`src/rtl/rwt_pkg.sv`:
```
package rwt_pkg;
  // Round-up percentage of a depth, evaluated at elaboration
  function automatic int ceil_pct(input int depth, input int pct);
    return (depth * pct + 99) / 100;
  endfunction
endpackage

```
`src/rtl/rwt_phase_cnt.sv`:
```
module rwt_phase_cnt #(
  parameter int MIN_WR = 16
) (
  input  logic clk,
  input  logic rst,
  input  logic clear,
  input  logic inc,
  output logic min_met
);
  localparam int CW = $clog2(MIN_WR + 1);
  localparam logic [CW-1:0] LIM = CW'(MIN_WR);

  logic [CW-1:0] cnt_q;

  always_ff @(posedge clk) begin
    if (rst || clear)
      cnt_q <= '0;
    else if (inc && cnt_q < LIM)
      cnt_q <= cnt_q + 1'b1;
  end

  assign min_met = (cnt_q >= LIM);
endmodule

```
`src/rtl/rwt_turn_timer.sv`:
```
module rwt_turn_timer #(
  parameter int T_RTW = 2,
  parameter int T_WTR = 6
) (
  input  logic clk,
  input  logic rst,
  input  logic sw_to_wr,
  input  logic sw_to_rd,
  output logic busy,
  output logic issue_en
);
  localparam int TMAX = (T_RTW > T_WTR) ? T_RTW : T_WTR;
  localparam int TW = $clog2(TMAX + 1) < 1 ? 1 : $clog2(TMAX + 1);

  logic [TW-1:0] cnt_q, cnt_d;
  logic          en_q;

  always_comb begin
    if (sw_to_wr)      cnt_d = TW'(T_RTW);
    else if (sw_to_rd) cnt_d = TW'(T_WTR);
    else if (cnt_q != '0) cnt_d = cnt_q - 1'b1;
    else               cnt_d = '0;
  end

  always_ff @(posedge clk) begin
    if (rst) begin
      cnt_q <= '0;
      en_q  <= 1'b1;
    end else begin
      cnt_q <= cnt_d;
      en_q  <= (cnt_d == '0);
    end
  end

  assign busy     = (cnt_q != '0);
  assign issue_en = en_q;
endmodule

```
`src/rtl/rwt_dir_fsm.sv`:
```
module rwt_dir_fsm #(
  parameter int WQ_W   = 7,
  parameter int RQ_W   = 6,
  parameter int HI_THR = 55,
  parameter int LO_THR = 32
) (
  input  logic            clk,
  input  logic            rst,
  input  logic [RQ_W-1:0] rdq_level,
  input  logic [WQ_W-1:0] wrq_level,
  input  logic            hold,
  input  logic            min_met,
  output logic            dir_write,
  output logic            sw_to_wr,
  output logic            sw_to_rd
);
  localparam logic [WQ_W-1:0] HI_V = WQ_W'(HI_THR);
  localparam logic [WQ_W-1:0] LO_V = WQ_W'(LO_THR);

  logic dir_q;
  logic wq_empty, rq_empty, wq_high;

  assign wq_empty = (wrq_level == '0);
  assign rq_empty = (rdq_level == '0);
  assign wq_high  = (wrq_level >= HI_V);

  always_comb begin
    sw_to_wr = 1'b0;
    sw_to_rd = 1'b0;
    if (!hold) begin
      if (!dir_q)
        sw_to_wr = wq_high || (rq_empty && !wq_empty && wrq_level >= LO_V);
      else
        sw_to_rd = wq_empty || (min_met && !rq_empty && !wq_high);
    end
  end

  always_ff @(posedge clk) begin
    if (rst)           dir_q <= 1'b0;
    else if (sw_to_wr) dir_q <= 1'b1;
    else if (sw_to_rd) dir_q <= 1'b0;
  end

  assign dir_write = dir_q;
endmodule

```
`src/rtl/rwt_dir_ctrl.sv`:
```
module rwt_dir_ctrl #(
  parameter int WQ_DEPTH = 64,
  parameter int RQ_DEPTH = 32,
  parameter int HI_PCT   = 85,
  parameter int LO_PCT   = 50,
  parameter int MIN_WR   = 16,
  parameter int T_RTW    = 2,
  parameter int T_WTR    = 6,
  localparam int WQ_W    = $clog2(WQ_DEPTH + 1),
  localparam int RQ_W    = $clog2(RQ_DEPTH + 1)
) (
  input  logic            clk,
  input  logic            rst,
  input  logic [RQ_W-1:0] rdq_level,
  input  logic [WQ_W-1:0] wrq_level,
  input  logic            wr_burst_done,
  output logic            dir_write,
  output logic            issue_en
);
  localparam int HI_THR = rwt_pkg::ceil_pct(WQ_DEPTH, HI_PCT);
  localparam int LO_THR = rwt_pkg::ceil_pct(WQ_DEPTH, LO_PCT);

  logic busy, min_met, sw_to_wr, sw_to_rd, cnt_inc;

  assign cnt_inc = dir_write && issue_en && wr_burst_done;

  rwt_dir_fsm #(
    .WQ_W(WQ_W), .RQ_W(RQ_W), .HI_THR(HI_THR), .LO_THR(LO_THR)
  ) fsm_i (
    .clk(clk), .rst(rst), .rdq_level(rdq_level), .wrq_level(wrq_level),
    .hold(busy), .min_met(min_met), .dir_write(dir_write),
    .sw_to_wr(sw_to_wr), .sw_to_rd(sw_to_rd)
  );

  rwt_phase_cnt #(.MIN_WR(MIN_WR)) cnt_i (
    .clk(clk), .rst(rst), .clear(sw_to_wr), .inc(cnt_inc), .min_met(min_met)
  );

  rwt_turn_timer #(.T_RTW(T_RTW), .T_WTR(T_WTR)) tmr_i (
    .clk(clk), .rst(rst), .sw_to_wr(sw_to_wr), .sw_to_rd(sw_to_rd),
    .busy(busy), .issue_en(issue_en)
  );
endmodule

```
`config.mk`:
```
export PLATFORM = sky130hd
export DESIGN_NAME = rwt_dir_ctrl
export DESIGN_NICKNAME = d
export VERILOG_FILES = /design/src/rtl/rwt_pkg.sv /design/src/rtl/rwt_phase_cnt.sv /design/src/rtl/rwt_turn_timer.sv /design/src/rtl/rwt_dir_fsm.sv /design/src/rtl/rwt_dir_ctrl.sv
export SDC_FILE = /design/constraint.sdc
export NUM_CORES = 1
export LEC_CHECK = 0
export BUFFER_PORTS_ARGS = -buffer_cell sky130_fd_sc_hd__buf_2
export CORE_MARGIN = 1.5
export CORE_UTILIZATION = 40
export DETAILED_ROUTE_END_ITERATION = 7
export HOLD_SLACK_MARGIN = 0.12
export PLACE_DENSITY = 0.74
export SLEW_MARGIN = 20
export SYNTH_ARGS = -nofsm -noshare
export SYNTH_HDL_FRONTEND = slang
export SYNTH_SLANG_ARGS = --single-unit
```
`constraint.sdc`:
```
create_clock -name clk -period 1.7 [get_ports clk]
set_clock_uncertainty 0.1 [all_clocks]
set_input_delay 0.17 -clock clk [delete_from_list [all_inputs] [get_ports clk]]
set_output_delay 0.17 -clock clk [all_outputs]
set_load 0.01 [all_outputs]
```
Word-level counts from Yosys, hierarchy flattened:

Index checks and enable logic that the tools add are counted.

* word-level logic and storage cells: 37
* register bits: 10

* add/sub/neg operators: 2
* magnitude comparators: 4
* reduce and logical (&&, ||, !) cells: 18
* multiplexer cells: 9

Operators with widths (number)
* greater-or-equal comparator 7 x 6 -> 1 bit (second input constant): 2
* 2-to-1 mux 3 bit: 3
* logical AND 1 bit: 7
* zero test 7 bit: 1
* zero test 6 bit: 1
* 2-to-1 mux 1 bit: 6
* adder 5 x 1 -> 5 bit (second input constant): 1
* greater-or-equal comparator 5 bit (second input constant): 1
* less-than comparator 5 bit (second input constant): 1
* zero test 1 bit: 3
* zero test 3 bit: 1
* logical OR 1 bit: 3
* nonzero test 3 bit: 1
* subtractor 3 x 1 -> 3 bit (second input constant): 1
* nonzero test 2 bit: 1

Longest topological paths before layout:

Gate-level depths: netlist of run 1.

* depth in word-level cells: 10
* mapped depth: 7

Cells and area by module:

Synthesis of run 1 repeated with hierarchy kept, for this count alone.

* cells, all modules: 62
* area total of the unflattened synthesis: 576.8 um^2

Modules (own cells, without submodules)
* rwt_phase_cnt: area an instance 259.0 um^2, times used 1, seq. area each 100.1 um^2, cells an instance 25
* rwt_turn_timer: area an instance 168.9 um^2, times used 1, seq. area each 80.1 um^2, cells an instance 18
* rwt_dir_fsm: area an instance 142.6 um^2, times used 1, seq. area each 20.0 um^2, cells an instance 18
* rwt_dir_ctrl: area an instance 6.3 um^2, times used 1, seq. area each 0.0 um^2, cells an instance 1

Least setup slack after synthesis of run 1:

No wires, ideal clock.

* path type: register to register
* start point: reg tmr_i.cnt_q[0]
* end point: reg tmr_i.cnt_q[1]
* required time: 1.480 ns
* setup slack: 0.028 ns
* data arrival time: 1.452 ns
* path buffers: 0
* stages on the path, launching flop included: 8
* cells stage by stage: dfxtp_1 inv_1 ha_1 ha_1 and3_1 o31ai_4 o21ai_2 o31a_1

* word-level cells in the longest chain between the ends: 4
* elaborated cells between the ends (all ways): 7
* classes of those cells: add/sub: 1; mux: 5; reduce/logical: 1

RTL lines
* start, declared: line rwt_turn_timer.sv:15 `logic [TW-1:0] cnt_q, cnt_d;`
* start signal, assigned: line rwt_turn_timer.sv:30 `cnt_q <= cnt_d;`
* subtractor 3 x 1 -> 3 bit or nonzero test 3 bit (tied branches): line rwt_turn_timer.sv:21, rwt_turn_timer.sv:35
* 2-to-1 mux 3 bit or 2-to-1 mux 1 bit (tied branches): line rwt_turn_timer.sv:21, rwt_dir_fsm.sv:30
* 2-to-1 mux 3 bit: line rwt_turn_timer.sv:20 `else if (sw_to_rd) cnt_d = TW'(T_WTR);`
* 2-to-1 mux 3 bit (*): line rwt_turn_timer.sv:19 `if (sw_to_wr) cnt_d = TW'(T_RTW);`

Mark *: on every way between the ends. The rest lies on a longest branch, timed or not.
A chain may end at the register's enable or synchronous reset.

Worst setup path after layout of run 1:

Ends and elaborated chain as after synthesis.

==> results of run 1 <==
[critical path, cell delays in order, from the launching register on]
cell and delay (ps):
dfxtp_2 330, inv_1 40, ha_1 180, ha_1 180, and3_1 210, o31ai_4 60, o21ai_2 100, o31a_1 290
[area by class of cell]
cell class	count	area, sq um
well taps	15	18.8
fillers	126	601
flip-flops and latches	10	201
multi-input cells	41	329
clock buffers	3	22.5
repair buffers	19	103
inverters	7	26.3
[per-stage QoR]
| step | cells | hold slack [ps] | cell area, sq um |
|---|---|---|---|
| floorplan | 60 | 326 | 563 |
| global placement | 91 | 334 | 667 |
| detailed placement | 91 | 342 | 667 |
| CTS | 95 | 278 | 699 |
| global route | 95 | 304 | 701 |
| finish | 95 | 288 | 701 |
[placed cells by master, fill, tap and decap left out, types with 2 or more instances in the layout]
cell type / Yosys / routed
a31oi_1: 2 / 2
buf_2: 0 / 17
clkbuf_4: 0 / 3
dfxtp_1: 10 / 9
ha_1: 4 / 4
inv_1: 7 / 7
nand2_1: 2 / 2
nand4_1: 2 / 2
nor2_1: 4 / 4
nor3_1: 7 / 7
o21ai_2: 2 / 2
xor2_1: 2 / 2
[sequential cells by signal, indices dropped and copies added (netlist names)]
name,cells
tmr_i.cnt_q,3
fsm_i.dir_write,1
cnt_i.cnt_q,5
tmr_i.issue_en,1
[power breakdown]
group,internal [mW],total [mW],switching (mW)
clock,0.0821,0.167,0.0854
sequential,0.295,0.330,0.0344
combinational,0.180,0.393,0.212
total,0.558,0.890,0.332
[cells in the mapped netlist, drive strengths merged]
cell | number | area, sq um
nor3 | 7 | 35.0
nor4 | 2 | 27.5
a211oi | 1 | 7.51
nand3 | 1 | 5.00
o211a | 1 | 17.5
inv | 7 | 26.3
ha | 4 | 50.1
and4b | 1 | 10.0
a31oi | 2 | 12.5
dfxtp | 10 | 200
a41oi | 1 | 8.76
xnor2 | 1 | 8.76
clkbuf | 2 | 7.51
o31ai | 2 | 28.8
o21ai | 3 | 22.5
o221a | 1 | 11.3
nor2 | 4 | 15.0
xor2 | 2 | 17.5
a21oi | 1 | 5.00
and3 | 1 | 6.26
o31a | 1 | 8.76
nand2 | 2 | 7.51
nand4 | 2 | 12.5
or4 | 1 | 11.3
[routing by layer]
layer	vias up	part of all wire, %	track usage [%]
met4	0	2.4	12.5
li1	262	-	-
met1	224	43	17.2
met2	12	49	32.9
met5	-	0	0
met3	4	5.8	8.33
[kinds of logic (layout without fill, tap and decap cells)]
group / Yosys count / in the layout / synth area share [%]
buf+inv: 9 / 29 / 6.00
xor+xnor: 3 / 3 / 4.67
fa+ha+maj: 4 / 4 / 8.89
simple gates: 21 / 21 / 23.1
compound gates: 13 / 13 / 21.8
flops: 10 / 10 / 35.6
[final timing paths]
path	slack, ps	cells after the start	end	from
worst min-delay path	290	4	fsm_i.dir_write$_SDFFE_PP0P_	rdq_level[5]
worst min register to register	320	1	tmr_i.cnt_q[0]$_SDFF_PP0_	tmr_i.cnt_q[0]$_SDFF_PP0_
worst max register to register	90	7	tmr_i.cnt_q[1]$_SDFF_PP0_	tmr_i.cnt_q[0]$_SDFF_PP0_
worst max-delay path	90	7	tmr_i.cnt_q[1]$_SDFF_PP0_	tmr_i.cnt_q[0]$_SDFF_PP0_
[repair_timing]
item,4_1_cts,5_1_grt
buffers inserted,0,0
setup endpoints to repair,0,1
hold endpoints to repair,7,0
gates resized for setup,0,1
hold buffers,1,0
==> out/qor.txt, run 1 <==
RUN STATUS
--------------------------------------------------------------------------------------------------
Outcome                                                                               complete, no violations

TIMING
--------------------------------------------------------------------------------------------------
Final setup TNS                                                                               0 ps
Part of the cycle the worst path needs                                                       94.9%
Post-layout minimum cycle time                                                             1610 ps
Final setup violation count                                                                      0
Slew HR                                                                                      82.7%
F_max                                                                                    0.620 GHz
Transition time of the tightest slew-check pin                                              257 ps
Slew Limit Fails                                                                                 0
Final critical-path setup slack                                                            86.0 ps
RSZ-0062 raised after global routing                                                         false
Endpoints failing hold                                                                           0

MIN PATH
--------------------------------------------------------------------------------------------------
Min-Delay Path Class                                                                     in -> reg

ROUTE
--------------------------------------------------------------------------------------------------
Final ANT Viol Nets                                                                              0
Vias per cell                                                                                 5.28
Final wirelength                                                                           1130 um
Initial DRC Count                                                                               16
DRC violations left                                                                              0
First-pass iteration count of the detailed router                                                3
DR WL/cell                                                                                 11.9 um
Via count                                                                                      502

PLACEMENT
--------------------------------------------------------------------------------------------------
Place WS                                                                                   64.4 ps
Port bufs                                                                                       17
Routability congestion estimate from global placement                                        0.709
Detailed placement HPWL                                                                     866 um

CLOCKING
--------------------------------------------------------------------------------------------------
CTS tree                                                                                      done
Clock latency at the later pin of the worst-skew pair                                       270 ps
Max clock buf depth                                                                              2
H-tree lvl count                                                                                 1
Clock transition time at the flip-flop clock pins of the worst setup and hold paths          60 ps
Sinks on the clock net                                                                          10
Inserted Clock Buffers                                                                           3
Clock tree root buffer cell                                                               clkbuf_4

SYNTHESIS
--------------------------------------------------------------------------------------------------
Total of flip-flops plus latches after synthesis                                                10
Yosys warns                                                                                      0
Cell Area, Synth                                                                         563 sq um
Gate count of the mapped netlist                                                                60
Distinct cells, synth                                                                           27
Sequential-to-total area share from yosys stat                                               35.6%
Post-synth net total                                                                            80
Average size of a mapped cell                                                           9.38 sq um

FLOORPLAN
--------------------------------------------------------------------------------------------------
Site row count                                                                                  13
Width of the die                                                                           40.5 um
Die Y-Extent                                                                               40.5 um
Total die area                                                                          1640 sq um
Top-Level Pins                                                                                  18
Core ar.                                                                                1300 sq um
Initial Util                                                                                 43.3%

POWER
--------------------------------------------------------------------------------------------------
Final total power                                                                         0.890 mW
P_leak                                                                                    0.290 nW
Power per standard cell area                                                          1270 nW/um^2
Worst vdd rail ir drop                                                                    0.531 mV

GLOBAL ROUTING
--------------------------------------------------------------------------------------------------
Global-route wire length before repair                                                     1900 um
Largest net degree at the start of global routing                                                9
Congestion Overflow GR                                                                           0
Initial antenna violation count                                                                  0
Via count of the first global-routing pass                                                     472
Total routing resource utilization after global routing                                      18.8%

FINAL LAYOUT
--------------------------------------------------------------------------------------------------
Share of cells above drive strength 1                                                        35.0%
Number of diodes                                                                                 0
Synthesis-to-layout area growth                                                              24.4%
Post-layout nets                                                                               102
Post-layout utilization of the core                                                          53.8%

WORST SETUP PATH
--------------------------------------------------------------------------------------------------
Crit path required time                                                                    1770 ps
Endpoint type of the worst setup path                                                    flip-flop
Startpoint type of the worst setup path                                                  flip-flop
Crit Path Category                                                                      reg -> reg
Worst path arrival time                                                                    1680 ps
Highest net fanout along the worst path                                                          4

JOB
--------------------------------------------------------------------------------------------------
Count of maximum capacitance violations                                                          0

No activity file was read; power rests on OpenSTA's default activity.
==> inputs of run 2 (changes only) <==
Settings changed: PLACE_DENSITY 0.74 to 0.68.
==> run 2 against run 1 <==
Power increased by 5.5%. Utilization up 1.4 points. Global-route usage is 3.8 points lower. Flip-flop and latch count is the same. Non-clock buffer count unchanged. Count of clock-buffer cells in the layout increased by 1. Sequential power is essentially flat. Critical path depth unchanged. Wire length is 5.1% lower. Largest power group unchanged.
==> out/qor.txt, run 2 (synthesis results as in run 1) <==
RUN STATUS
--------------------------------------------------------------------------------------------------
Outcome                                                                               complete, no violations

TIMING
--------------------------------------------------------------------------------------------------
Final setup TNS                                                                               0 ps   unchanged
Endpoints failing hold                                                                           0   unchanged
RSZ-0062 raised after global routing                                                         false
Final setup violation count                                                                      0   unchanged
Worst hold margin                                                                           285 ps   -3.03 ps
Transition time of the tightest slew-check pin                                              257 ps   +0.146 ps
Slew Limit Fails                                                                                 0   unchanged
Post-layout minimum cycle time                                                             1610 ps   -1.65 ps
F_max                                                                                    0.620 GHz   +0.10%
Part of the cycle the worst path needs                                                       94.8%   -0.097 points
Slew HR                                                                                      82.7%   about the same

WORST SETUP PATH
--------------------------------------------------------------------------------------------------
Setup crit start                                                                      tmr_i.cnt_q[0]$_SDFF_PP0_
Crit Path Category                                                                      reg -> reg
Library cell appearing most often on the critical path                                        ha_1
Highest net fanout along the worst path                                                          4   unchanged
Startpoint type of the worst setup path                                                  flip-flop
Delay contributed by the slowest stage of the critical path                                 340 ps   about the same
Crit path required time                                                                    1760 ps   about the same
RR Startpoint                                                                         tmr_i.cnt_q[0]$_SDFF_PP0_
Endpoint type of the worst setup path                                                    flip-flop
Max stage delay cell, worst path                                                           dfxtp_2
Cells along the critical path                                                         inv_1 > ha_1 > ha_1 > and3_4 > o31ai_4 > o21ai_2 > o31a_1
Worst path arrival time                                                                    1670 ps   about the same

ROUTE
--------------------------------------------------------------------------------------------------
Initial DRC Count                                                                                3   -13
DRC violations left                                                                              0   unchanged
Final wirelength                                                                           1070 um   -5.1%
First-pass iteration count of the detailed router                                                3   unchanged
Final ANT Viol Nets                                                                              0   unchanged
Vias per cell                                                                                 5.13   -3.0%
Via count                                                                                      492   -2.0%
DR WL/cell                                                                                 11.2 um   -6.1%

CLOCKING
--------------------------------------------------------------------------------------------------
Max clock buf depth                                                                              2   unchanged
Inserted Clock Buffers                                                                           3   unchanged
Clock transition time at the flip-flop clock pins of the worst setup and hold paths          70 ps   about the same
Clock tree root buffer cell                                                               clkbuf_4
Buffers inserted during post-CTS setup optimization                                              0   unchanged
Clock latency at the later pin of the worst-skew pair                                       260 ps   about the same
H-tree lvl count                                                                                 1   unchanged
Sinks on the clock net                                                                          10   unchanged
CTS tree                                                                                      done

FINAL LAYOUT
--------------------------------------------------------------------------------------------------
Post-layout nets                                                                               102   unchanged
Synthesis-to-layout area growth                                                              27.8%
Leading cell type in the layout, fill and taps excluded                                      buf_2
Share of cells above drive strength 1                                                        37.0%   +2.0 points
Top register by number of flip-flops                                                   cnt_i.cnt_q
Number of diodes                                                                                 0   unchanged
Post-layout utilization of the core                                                          55.3%   +1.4 points
Number of flip-flops in the largest register                                                     5   unchanged
Commonest cells after routing, fill and taps aside                                    17 x buf_2, 9 x dfxtp_1, 7 x inv_1, 7 x nor3_1
Fin cells                                                                                       96   +1.1%
Largest registers ranked by flip-flop count                                           cnt_i.cnt_q (5), tmr_i.cnt_q (3)
Final-layout fill cell count                                                                   138   +9.5%
Layout Cell Area excl Fill                                                               719 sq um   +2.7%

MIN PATH
--------------------------------------------------------------------------------------------------
Min-Delay Path Class                                                                     in -> reg
Hold path startpoint                                                                  rdq_level[5]

PLACEMENT
--------------------------------------------------------------------------------------------------
Area of placed instances                                                                 667 sq um   unchanged
Cell Count Post-Placement                                                                       91   unchanged
Detailed placement HPWL                                                                     863 um   -0.35%
Routability congestion estimate from global placement                                        0.786   +11%
Port bufs                                                                                       17   unchanged

FLOORPLAN
--------------------------------------------------------------------------------------------------
Core ar.                                                                                1300 sq um   unchanged
Total die area                                                                          1640 sq um   unchanged
Width of the die                                                                           40.5 um   unchanged
Top-Level Pins                                                                                  18   unchanged
Die Y-Extent                                                                               40.5 um   unchanged
Initial Util                                                                                 43.3%   unchanged
Site row count                                                                                  13   unchanged

GLOBAL ROUTING
--------------------------------------------------------------------------------------------------
Initial antenna violation count                                                                  0   unchanged
Via count of the first global-routing pass                                                     422   -11%
Largest net degree at the start of global routing                                                9   unchanged
Global-route wire length before repair                                                     1610 um   -15%
Congestion Overflow GR                                                                           0   unchanged
Total routing resource utilization after global routing                                      14.9%   -3.8 points

POWER
--------------------------------------------------------------------------------------------------
Worst vdd rail ir drop                                                                    0.507 mV   -4.5%
P_leak                                                                                    0.295 nW   +1.8%
Power per standard cell area                                                          1310 nW/um^2   +2.8%

JOB
--------------------------------------------------------------------------------------------------
Count of maximum capacitance violations                                                          0   unchanged

## run 2: changes by cell type in the layout (fill, tap and decap cells not counted), sizes merged
cell and delta:
clkbuf +1
## run 2: repair_timing
action                     in CTS  in global routing
hold endpoints to repair        7                  0
setup endpoints to repair       0                  1
hold buffers                    1                  0
resized for setup               0                  2
## run 2: worst paths after layout
| kind | to | slack (ps) | cells after the start |
|---|---|---|---|
| worst max-delay path | tmr_i.cnt_q[1]$_SDFF_PP0_ | 90 | 7 |
| worst min-delay path | fsm_i.dir_write$_SDFFE_PP0P_ | 280 | 4 |
| worst max register to register | tmr_i.cnt_q[1]$_SDFF_PP0_ | 90 | 7 |
| worst min register to register | tmr_i.cnt_q[0]$_SDFF_PP0_ | 330 | 1 |
## run 2: layer usage
| layer | vias up | track usage, % | part of all wire (%) |
|---|---|---|---|
| met5 | - | 0 | 0 |
| met4 | 0 | 5.00 | 0 |
| met3 | 0 | 6.67 | 3.5 |
| met2 | 12 | 23.4 | 46 |
| met1 | 215 | 17.9 | 51 |
| li1 | 265 | - | - |
## run 2: where the power goes
part / total [mW] / switching [mW] / internal [mW]
Combinational: 0.396 / 0.212 / 0.184
Clock: 0.210 / 0.0802 / 0.130
Sequential: 0.333 / 0.0378 / 0.295
Total: 0.939 / 0.330 / 0.609
## run 2: metrics by stage
stage	total power, mW	setup WS, ps
after CTS	0.950	18.4
final	0.939	87.6
after floorplan	0.601	28.1
after detailed placement	0.733	30.3
after global placement	0.730	77.9
after global routing	1.01	23.8
## run 2: worst max-delay path: cells and delay by family (launching register included)
family	cells	cell delay, ps
AOI/OAI and AO/OA	3	440
and+or+nand+nor	1	190
DFF	1	340
adders and majority gates	2	390
buffers and inverters	1	40
## run 2: layout make-up
type / instances / area, sq um / area share (%)
Timing Repair Buffer: 19 / 103 / 14.3
Sequential cell: 10 / 201 / 28.0
Tap cell: 15 / 18.8 / 2.61
Clock buffer: 4 / 36.3 / 5.04
Multi-Input combinational cell: 41 / 334 / 46.4
Inverter: 7 / 26.3 / 3.65
